`src/rtl/octdac_pkg.sv`:
```
package octdac_pkg;

    parameter int CH_NUM     = 8;
    parameter int NARROW_NUM = 4;
    parameter int NARROW_W   = 12;
    parameter int CODE_W     = 16;
    parameter int CMD_W      = 4;
    parameter int ADDR_W     = 4;
    parameter int PAD_W      = 4;
    parameter int PD_W       = 2;
    parameter int FRAME_BITS = 32;
    parameter int SYNC_STAGES = 2;

    localparam int CNT_W    = $clog2(FRAME_BITS + 1);
    localparam int FIELD_W  = CMD_W + ADDR_W + CODE_W;
    localparam int SH_W     = FIELD_W + PAD_W - 1;
    localparam int PDV_W    = CH_NUM * PD_W;
    localparam logic [ADDR_W-1:0] ADDR_ALL = '1;

    typedef enum logic [CMD_W-1:0] {
        CMD_WR_IN       = 4'd0,
        CMD_LOAD        = 4'd1,
        CMD_WR_LOAD_ALL = 4'd2,
        CMD_WR_LOAD_ONE = 4'd3,
        CMD_PWR         = 4'd4,
        CMD_CLR_SEL     = 4'd5,
        CMD_MASK        = 4'd6,
        CMD_RESET       = 4'd7,
        CMD_REF         = 4'd8
    } octdac_cmd_e;

    typedef struct packed {
        logic [CMD_W-1:0]  cmd;
        logic [ADDR_W-1:0] addr;
        logic [CODE_W-1:0] data;
    } octdac_frame_t;

    // Align a 16-bit data word to the resolution of channel ch.
    function automatic logic [CODE_W-1:0] fit_code(input int ch, input logic [CODE_W-1:0] d);
        if (ch < NARROW_NUM)
            return {{(CODE_W-NARROW_W){1'b0}}, d[CODE_W-1 -: NARROW_W]};
        return d;
    endfunction

    // Clear level of channel ch for select value sel.
    function automatic logic [CODE_W-1:0] clear_code(input int ch, input logic [1:0] sel);
        logic [CODE_W:0] top;
        logic [CODE_W:0] full;
        int w;
        w    = (ch < NARROW_NUM) ? NARROW_W : CODE_W;
        top  = (CODE_W+1)'(1) << w;
        full = top - (CODE_W+1)'(1);
        case (sel)
            2'd1:    return top[CODE_W:1];
            2'd2:    return full[CODE_W-1:0];
            default: return '0;
        endcase
    endfunction

endpackage

```
`src/rtl/octdac_sync.sv`:
```
module octdac_sync #(
    parameter int         W       = 1,
    parameter int         STAGES  = 2,
    parameter logic [W-1:0] RST_VAL = '0
) (
    input  logic         clk,
    input  logic         rst_n,
    input  logic [W-1:0] async_i,
    output logic [W-1:0] sync_o
);

    logic [STAGES-1:0][W-1:0] chain_d;
    logic [STAGES-1:0][W-1:0] chain_q;

    always_comb begin
        chain_d[0] = async_i;
        for (int i = 1; i < STAGES; i++) begin
            chain_d[i] = chain_q[i-1];
        end
    end

    always_ff @(posedge clk) begin
        if (!rst_n) chain_q <= {STAGES{RST_VAL}};
        else        chain_q <= chain_d;
    end

    assign sync_o = chain_q[STAGES-1];

endmodule

```
`src/rtl/octdac_frame_rx.sv`:
```
module octdac_frame_rx
    import octdac_pkg::*;
(
    input  logic          clk,
    input  logic          rst_n,
    input  logic          sclk_s_i,
    input  logic          frame_n_s_i,
    input  logic          sdata_s_i,
    output logic          frame_vld_o,
    output octdac_frame_t frame_o
);

    localparam logic [CNT_W-1:0] LAST_CNT = CNT_W'(FRAME_BITS - 1);
    localparam logic [CNT_W-1:0] FULL_CNT = CNT_W'(FRAME_BITS);

    typedef struct packed {
        logic              sclk_prev;
        logic [CNT_W-1:0]  cnt;
        logic [SH_W-1:0]   shreg;
        logic              vld;
        octdac_frame_t     frame;
    } rx_state_t;

    rx_state_t s_d, s_q;
    logic      fall;
    logic [SH_W:0] next_sh;

    always_comb begin
        s_d           = s_q;
        s_d.sclk_prev = sclk_s_i;
        s_d.vld       = 1'b0;
        fall          = s_q.sclk_prev & ~sclk_s_i;
        next_sh       = {s_q.shreg, sdata_s_i};
        if (frame_n_s_i) begin
            s_d.cnt = '0;
        end else if (fall && (s_q.cnt < FULL_CNT)) begin
            s_d.shreg = next_sh[SH_W-1:0];
            s_d.cnt   = s_q.cnt + CNT_W'(1);
            if (s_q.cnt == LAST_CNT) begin
                s_d.vld   = 1'b1;
                s_d.frame = next_sh[SH_W -: FIELD_W];
            end
        end
    end

    always_ff @(posedge clk) begin
        if (!rst_n) begin
            s_q           <= '0;
            s_q.sclk_prev <= 1'b1;
        end else begin
            s_q <= s_d;
        end
    end

    assign frame_vld_o = s_q.vld;
    assign frame_o     = s_q.frame;

    AST_BIT_COUNT_BOUND: assert property (@(posedge clk) disable iff (!rst_n)
        s_q.cnt <= FULL_CNT);
    AST_VALID_NEEDS_FULL: assert property (@(posedge clk) disable iff (!rst_n)
        s_q.vld |-> (s_q.cnt == FULL_CNT) && ($past(s_q.cnt) == LAST_CNT));
    AST_VALID_SINGLE: assert property (@(posedge clk) disable iff (!rst_n)
        s_q.vld |=> !s_q.vld);
    AST_STROBE_HIGH_RESTARTS: assert property (@(posedge clk) disable iff (!rst_n)
        frame_n_s_i |=> (s_q.cnt == '0) && !s_q.vld);

endmodule

```
`src/rtl/octdac_regbank.sv`:
```
module octdac_regbank
    import octdac_pkg::*;
(
    input  logic                           clk,
    input  logic                           rst_n,
    input  logic                           frame_vld_i,
    input  octdac_frame_t                  frame_i,
    input  logic                           load_s_i,
    input  logic                           clear_s_i,
    output logic [CH_NUM-1:0][CODE_W-1:0]  dac_o,
    output logic [PDV_W-1:0]               pd_o,
    output logic                           ref_o
);

    typedef struct packed {
        logic [CH_NUM-1:0][CODE_W-1:0] inp;
        logic [CH_NUM-1:0][CODE_W-1:0] dac;
        logic [CH_NUM-1:0][PD_W-1:0]   pd;
        logic [CH_NUM-1:0]             amask;
        logic [1:0]                    csel;
        logic                          ref_en;
    } bank_t;

    bank_t b_d, b_q;

    logic [CH_NUM-1:0]             hit;
    logic [CH_NUM-1:0][CODE_W-1:0] wdata;
    logic [CH_NUM-1:0][CODE_W-1:0] cval;

    // Per-channel address decode, data alignment and clear level.
    for (genvar g = 0; g < CH_NUM; g++) begin : g_lane
        assign hit[g]   = (frame_i.addr == ADDR_W'(g)) || (frame_i.addr == ADDR_ALL);
        assign wdata[g] = fit_code(g, frame_i.data);
        assign cval[g]  = clear_code(g, b_q.csel);

        AST_CLEAR_FORCES: assert property (@(posedge clk) disable iff (!rst_n)
            clear_s_i |=> b_q.dac[g] == clear_code(g, $past(b_q.csel)));
    end

    always_comb begin
        b_d = b_q;
        if (frame_vld_i) begin
            case (frame_i.cmd)
                CMD_WR_IN: begin
                    for (int k = 0; k < CH_NUM; k++) begin
                        if (hit[k]) begin
                            b_d.inp[k] = wdata[k];
                            if (b_q.amask[k]) b_d.dac[k] = wdata[k];
                        end
                    end
                end
                CMD_LOAD: begin
                    for (int k = 0; k < CH_NUM; k++) begin
                        if (hit[k]) b_d.dac[k] = b_q.inp[k];
                    end
                end
                CMD_WR_LOAD_ALL: begin
                    for (int k = 0; k < CH_NUM; k++) begin
                        if (hit[k]) b_d.inp[k] = wdata[k];
                        b_d.dac[k] = b_d.inp[k];
                    end
                end
                CMD_WR_LOAD_ONE: begin
                    for (int k = 0; k < CH_NUM; k++) begin
                        if (hit[k]) begin
                            b_d.inp[k] = wdata[k];
                            b_d.dac[k] = wdata[k];
                        end
                    end
                end
                CMD_PWR:     b_d.pd     = frame_i.data;
                CMD_CLR_SEL: b_d.csel   = frame_i.data[1:0];
                CMD_MASK:    b_d.amask  = frame_i.data[CH_NUM-1:0];
                CMD_RESET:   b_d        = '0;
                CMD_REF:     b_d.ref_en = frame_i.data[0];
                default: ;
            endcase
        end
        if (load_s_i) begin
            for (int k = 0; k < CH_NUM; k++) begin
                if (!b_d.amask[k]) b_d.dac[k] = b_d.inp[k];
            end
        end
        if (clear_s_i) begin
            for (int k = 0; k < CH_NUM; k++) begin
                b_d.dac[k] = cval[k];
            end
        end
    end

    always_ff @(posedge clk) begin
        if (!rst_n) b_q <= '0;
        else        b_q <= b_d;
    end

    assign dac_o = b_q.dac;
    assign pd_o  = b_q.pd;
    assign ref_o = b_q.ref_en;

    AST_DAC_HOLDS: assert property (@(posedge clk) disable iff (!rst_n)
        (!$past(frame_vld_i) && !$past(load_s_i) && !$past(clear_s_i)) |-> $stable(b_q.dac));
    AST_REF_ONLY_BY_CMD: assert property (@(posedge clk) disable iff (!rst_n)
        $rose(b_q.ref_en) |-> $past(frame_vld_i && (frame_i.cmd == CMD_REF)));
    AST_PD_ONLY_BY_CMD: assert property (@(posedge clk) disable iff (!rst_n)
        (b_q.pd != $past(b_q.pd)) |->
            $past(frame_vld_i && ((frame_i.cmd == CMD_PWR) || (frame_i.cmd == CMD_RESET))));
    AST_CLEAR_KEEPS_STAGING: assert property (@(posedge clk) disable iff (!rst_n)
        (clear_s_i && !frame_vld_i) |=> $stable(b_q.inp));

endmodule

```
`src/rtl/octdac_ctl.sv`:
```
module octdac_ctl
    import octdac_pkg::*;
(
    input  logic                       clk,
    input  logic                       rst_n,
    input  logic                       ser_clk_i,
    input  logic                       ser_frame_n_i,
    input  logic                       ser_data_i,
    input  logic                       load_n_i,
    input  logic                       clear_n_i,
    output logic [CH_NUM*CODE_W-1:0]   code_o,
    output logic [PDV_W-1:0]           pdmode_o,
    output logic                       refen_o
);

    localparam int NSYNC = 5;

    logic [NSYNC-1:0] raw_in;
    logic [NSYNC-1:0] synced;
    logic             frame_vld;
    octdac_frame_t    frame;
    logic [CH_NUM-1:0][CODE_W-1:0] dac;

    assign raw_in = {ser_clk_i, ser_frame_n_i, ser_data_i, load_n_i, clear_n_i};

    octdac_sync #(
        .W       (NSYNC),
        .STAGES  (SYNC_STAGES),
        .RST_VAL (5'b11011)
    ) sync_i (
        .clk     (clk),
        .rst_n   (rst_n),
        .async_i (raw_in),
        .sync_o  (synced)
    );

    octdac_frame_rx rx_i (
        .clk         (clk),
        .rst_n       (rst_n),
        .sclk_s_i    (synced[4]),
        .frame_n_s_i (synced[3]),
        .sdata_s_i   (synced[2]),
        .frame_vld_o (frame_vld),
        .frame_o     (frame)
    );

    octdac_regbank bank_i (
        .clk         (clk),
        .rst_n       (rst_n),
        .frame_vld_i (frame_vld),
        .frame_i     (frame),
        .load_s_i    (~synced[1]),
        .clear_s_i   (~synced[0]),
        .dac_o       (dac),
        .pd_o        (pdmode_o),
        .ref_o       (refen_o)
    );

    assign code_o = dac;

endmodule

```
`config.mk`:
```
export PLATFORM = sky130hd
export DESIGN_NAME = octdac_ctl
export DESIGN_NICKNAME = d
export VERILOG_FILES = /design/src/rtl/octdac_pkg.sv /design/src/rtl/octdac_sync.sv /design/src/rtl/octdac_frame_rx.sv /design/src/rtl/octdac_regbank.sv /design/src/rtl/octdac_ctl.sv
export SDC_FILE = /design/constraint.sdc
export NUM_CORES = 1
export LEC_CHECK = 0
export BUFFER_PORTS_ARGS = -buffer_cell sky130_fd_sc_hd__buf_2
export CORE_UTILIZATION = 50
export CTS_BUF_LIST = sky130_fd_sc_hd__clkbuf_8
export CTS_CLUSTER_DIAMETER = 50
export CTS_CLUSTER_SIZE = 8
export DETAILED_ROUTE_END_ITERATION = 12
export GPL_ROUTABILITY_DRIVEN = 0
export PLACE_DENSITY = 0.68
export SLEW_MARGIN = 30
export SYNTH_ARGS = -nofsm -noshare
export SYNTH_HDL_FRONTEND = slang
export SYNTH_SLANG_ARGS = --single-unit
```
`constraint.sdc`:
```
create_clock -name clk -period 1.85 [get_ports clk]
set_input_delay 0.0925 -clock clk [delete_from_list [all_inputs] [get_ports clk]]
set_output_delay 0.0925 -clock clk [all_outputs]
set_load 0.02 [all_outputs]
```
==> flow_summary_export.csv <==
group,metric,value,unit
global_route,grt_max_degree,168,
global_route,grt_pass1_wl,106700,um
drt,wl_per_cell,22.84,um
global_route,grt_antenna_before_repair,0,
yosys,synth_cell_types,81,
yosys,muxShareOfSynthArea,2.751,%
sta,fin_ws,-0.2488,ns
sta,setup_viol,215,
die,die_y,202.1,um
drt,drt_iter0_markers,2144,
min_path,hold_class,"in -> reg",
power,switching_share,26.07,%
setup_path,worst-path-max-fanout,4,
yosys,yosys_warnings,0,
sta,fin_worst_skew,0.02741,ns
setup_path,cp_num_buf_inv,4,
placement,numPortBuffers,151,
setup_path,worst_path_max_delay_cell,"dfxtp_2",
global_route,grt_usage,32.43,%
yosys,yosysSeqAreaShare,35.21,%
power,pwr-share-comb,7.3,%
yosys,synth-compound-area-share,30.29,%
die,ios,152,
power,internal_power,10.81,mW
clock_network,cts_tree,"yes",
setup_path,path_cells,"buf_6 > nand2b_4 > buf_4 > a21oi_4 > buf_4 > o21ai_2 > a21o_4 > buf_6 > and3_4 > a32o_1",
sta,fmax,476.5,MHz
layout,fill_cells,3134,
setup_path,crit_start,"rx_i.frame_o[23]",
yosys,async_flop_share,0,%
die,rows,72,
setup_path,reg2reg_to,"bank_i.dac_o[47]",
yosys,yosysTopAreaCell,"dfxtp_1",
die,die-width,202.1,um
yosys,ys_top_cells_by_area,"dfxtp_1 35%, buf_4 6.2%, nand2_1 5.1%",
setup_path,worst-path-stages,10,
yosys,synthCells,2437,
placement,hpwl,42220,um
drt,via_count,20390,
setup_path,critPathRequiredTime,2.38,ns
global_route,grt_busiest_layer,"met2",
yosys,synthAdderAreaFrac,0.1250,%
status,status,"finished, violations left",
yosys,synth_xor_area_share,0.3439,%
clock_network,h-tree-depth,2,
placement,placed_area,22130,um^2
setup_path,crit_arrival,2.63,ns
sta,period_share,113.4,%
clock_network,path_clk_slew,0.06,ns
drt,antenna_left,0,
yosys,synth_top_area_share,35.21,%
sta,worst_pin_slew,0.6742,ns
clock_network,cts_buffers,52,
yosys,syn_nets,2446,
power,peakVddDrop,0.4549,mV
sta,hold_slack,0.1768,ns
global_route,grt_pass1_vias,19360,
setup_path,r2r_start,"rx_i.frame_o[23]",
yosys,synth_edf_count,0,
power,switchingPower,3.811,mW
clock_network,cts_sinks,352,
yosys,synth-seq-cells,352,
sta,period_needed,2.099,ns
status,violations,"negative setup slack",
clock_network,clockBufferDepth,3,
power,p_seq_share,53.4,%
setup_path,end_kind,"flip-flop",
global_route,grtUsageMet2,50.45,%
drt,firstDrtPassIters,6,
drt,drc_errors,0,
layout,nets,2620,
setup_path,cpPeakStageDelay,0.34,ns
die,dieArea,40830,um^2
layout,fin_area,25410,um^2
yosys,synth_area,20010,um^2
drt,totalWireLength,71730,um
sta,final-max-slew-violation-count,0,
setup_path,rr_worst_depth,10,
drt,vias_per_cell,6.493,
die,core,39100,um^2
setup_path,crit_path_start_kind,"flip-flop",
global_route,grt_use_met3,6.466,%
sta,rsz0062_at_grt,"yes",
layout,drive_above_1_share,32.68,%
yosys,synth_top_family_by_area,"compound AO/OA/AOI/OAI gates",
job,drv_cap,0,
sta,max-slew-margin-rel,55.06,%
layout,diodes,0,
setup_path,path_class,"reg -> reg",
sta,finalHoldViolCount,0,
die,initial_core_util,51.19,%
clock_network,clock_latency,0.65,ns
power,p_leak,9.465,nW
yosys,postSynthAreaPerCell,8.212,um^2
yosys,synth-simple-area-share,19.80,%
clock_network,root_buffer,"clkbuf_8",
setup_path,rrSetupSlack,-0.25,ns
setup_path,critPathCapture,"bank_i.dac_o[47]",
placement,place_ws,-0.3602,ns
power,clkPwrFrac,39.3,%
power,power_density,575.4,nW/um^2
power,p_total,14.62,mW
setup_path,cp_top_family,"compound AO/OA/AOI/OAI gates",
yosys,synthFlopType,"dfxtp_1",
layout,area_delta_synth_final,26.95,%
global_route,use_met1,43.27,%
global_route,grt-ovfl-total,0,
==> per-stage QoR <==
step	util, %	cells	setup TNS [ns]
global placement	56.61	2987	-23.80
global route	64.98	3140	-33.44
detailed placement	56.61	2987	-32.55
floorplan	-	2437	-2.268
CTS	61.62	3099	-8.295
finish	64.98	3140	-18.60
==> per-layer routing <==
layer	part of all wire, %	vias up
met5	0	-
li1	-	9128
met3	10	245
met4	4.0	0
met1	41	9802
met2	45	1214
==> synthesized netlist by cell type (all sizes together), types with 4 or more instances <==
master,n
or3b,4
a32oi,5
o32a,12
a22oi,88
dfxtp,352
inv,5
a21boi,70
nand4,5
nor2b,71
nand3,41
a22o,82
a21o,32
or2,4
a31oi,23
a32o,17
a21oi,121
clkbuf,149
nor3,21
and2,92
nor2,114
buf,251
and3,22
mux2i,55
a211oi,51
a221oi,55
o21ai,198
a221o,34
xnor2,4
and4,17
o221ai,15
nand2b,16
o2bb2ai,41
nand2,276
and4b,13
nor4,43
==> power by group through the flow <==
stage	clock network (mW)	logic (mW)	registers (mW)
finish	5.75	1.07	7.80
global route	6.12	1.15	7.81
CTS	5.77	0.999	7.79
detailed placement	0	0.940	7.96
global placement	0	0.920	7.96
floorplan	0	0.777	7.93
==> what timing repair did <==
item	in CTS	in global routing
endpoints found under the hold margin	21	0
buffers inserted	38	33
hold buffers	6	0
gates cloned	6	11
pin swaps	123	98
gates resized for setup	233	207
setup endpoints to repair	237	244
==> sequential cells by signal (all words and copies together), names as in the netlist <==
name and flops:
bank_i.b_q 138, bank_i.dac_o 128, rx_i.next_sh 27, rx_i.frame_o 24, bank_i.pd_o 16, rx_i.s_q 7
sync_i.chain_d 5, sync_i.sync_o 5, bank_i.ref_o 1, rx_i.frame_vld_o 1
==> layout make-up <==
class	instances	area, um^2	share of cell area (%)
Tap cell	518	648.1	2.551
Multi-Input combinational cell	1682	12180	47.94
Clock inverter	10	53.80	0.2118
Sequential cell	352	7074	27.85
Clock buffer	55	757.0	2.980
Inverter	6	26.28	0.1034
Timing Repair Buffer	517	4666	18.36
==> worst min-delay path: stages <==
cell and delay (ns):
dlygate4sd3_1 0.52, buf_2 0.09, nand2b_1 0.08
==> worst min-delay path by stage <==
| stage | startpoint | to | slack, ns | cells past startpoint |
|---|---|---|---|---|
| after CTS | ser_frame_n_i | sync_i.chain_d[8] | 0.14 | 3 |
| after detailed placement | ser_frame_n_i | sync_i.chain_d[8] | 0.28 | 2 |
| after global placement | ser_clk_i | sync_i.chain_d[9] | 0.27 | 2 |
| after global routing | ser_frame_n_i | sync_i.chain_d[8] | 0.18 | 3 |
| after floorplan | clear_n_i | sync_i.chain_d[5] | 0.19 | 1 |
| final | ser_frame_n_i | sync_i.chain_d[8] | 0.18 | 3 |
==> cells by family (layout without fill, tap and decap cells) <==
kind of cell,Yosys count,in the layout
AOI/OAI and AO/OA,858,859
and+or+nand+nor,757,759
buffers and inverters,406,588
DFF,352,352
muxes,55,55
xor gates and xnor gates,7,7
adders and majority gates,2,2
==> layout by cell type, fill, tap and decap left out, types with 21 or more instances in the layout <==
cell type / instances
buf_2: 151
a22o_1: 82
o2bb2ai_1: 40
buf_4: 240
a221oi_2: 31
a221o_1: 32
dfxtp_1: 342
buf_6: 45
o21ai_1: 102
nor2b_1: 65
a22oi_2: 21
nand2_1: 261
nor2_1: 89
a22oi_1: 67
o21ai_2: 23
a21oi_1: 89
a211oi_1: 33
nand3_1: 29
buf_12: 60
o21ai_0: 66
a21oi_2: 30
clkbuf_8: 55
a31oi_1: 22
mux2i_1: 54
a21o_1: 31
a21boi_0: 69
nor4_1: 29
and2_1: 86
Power figures use the tool's default switching activity.
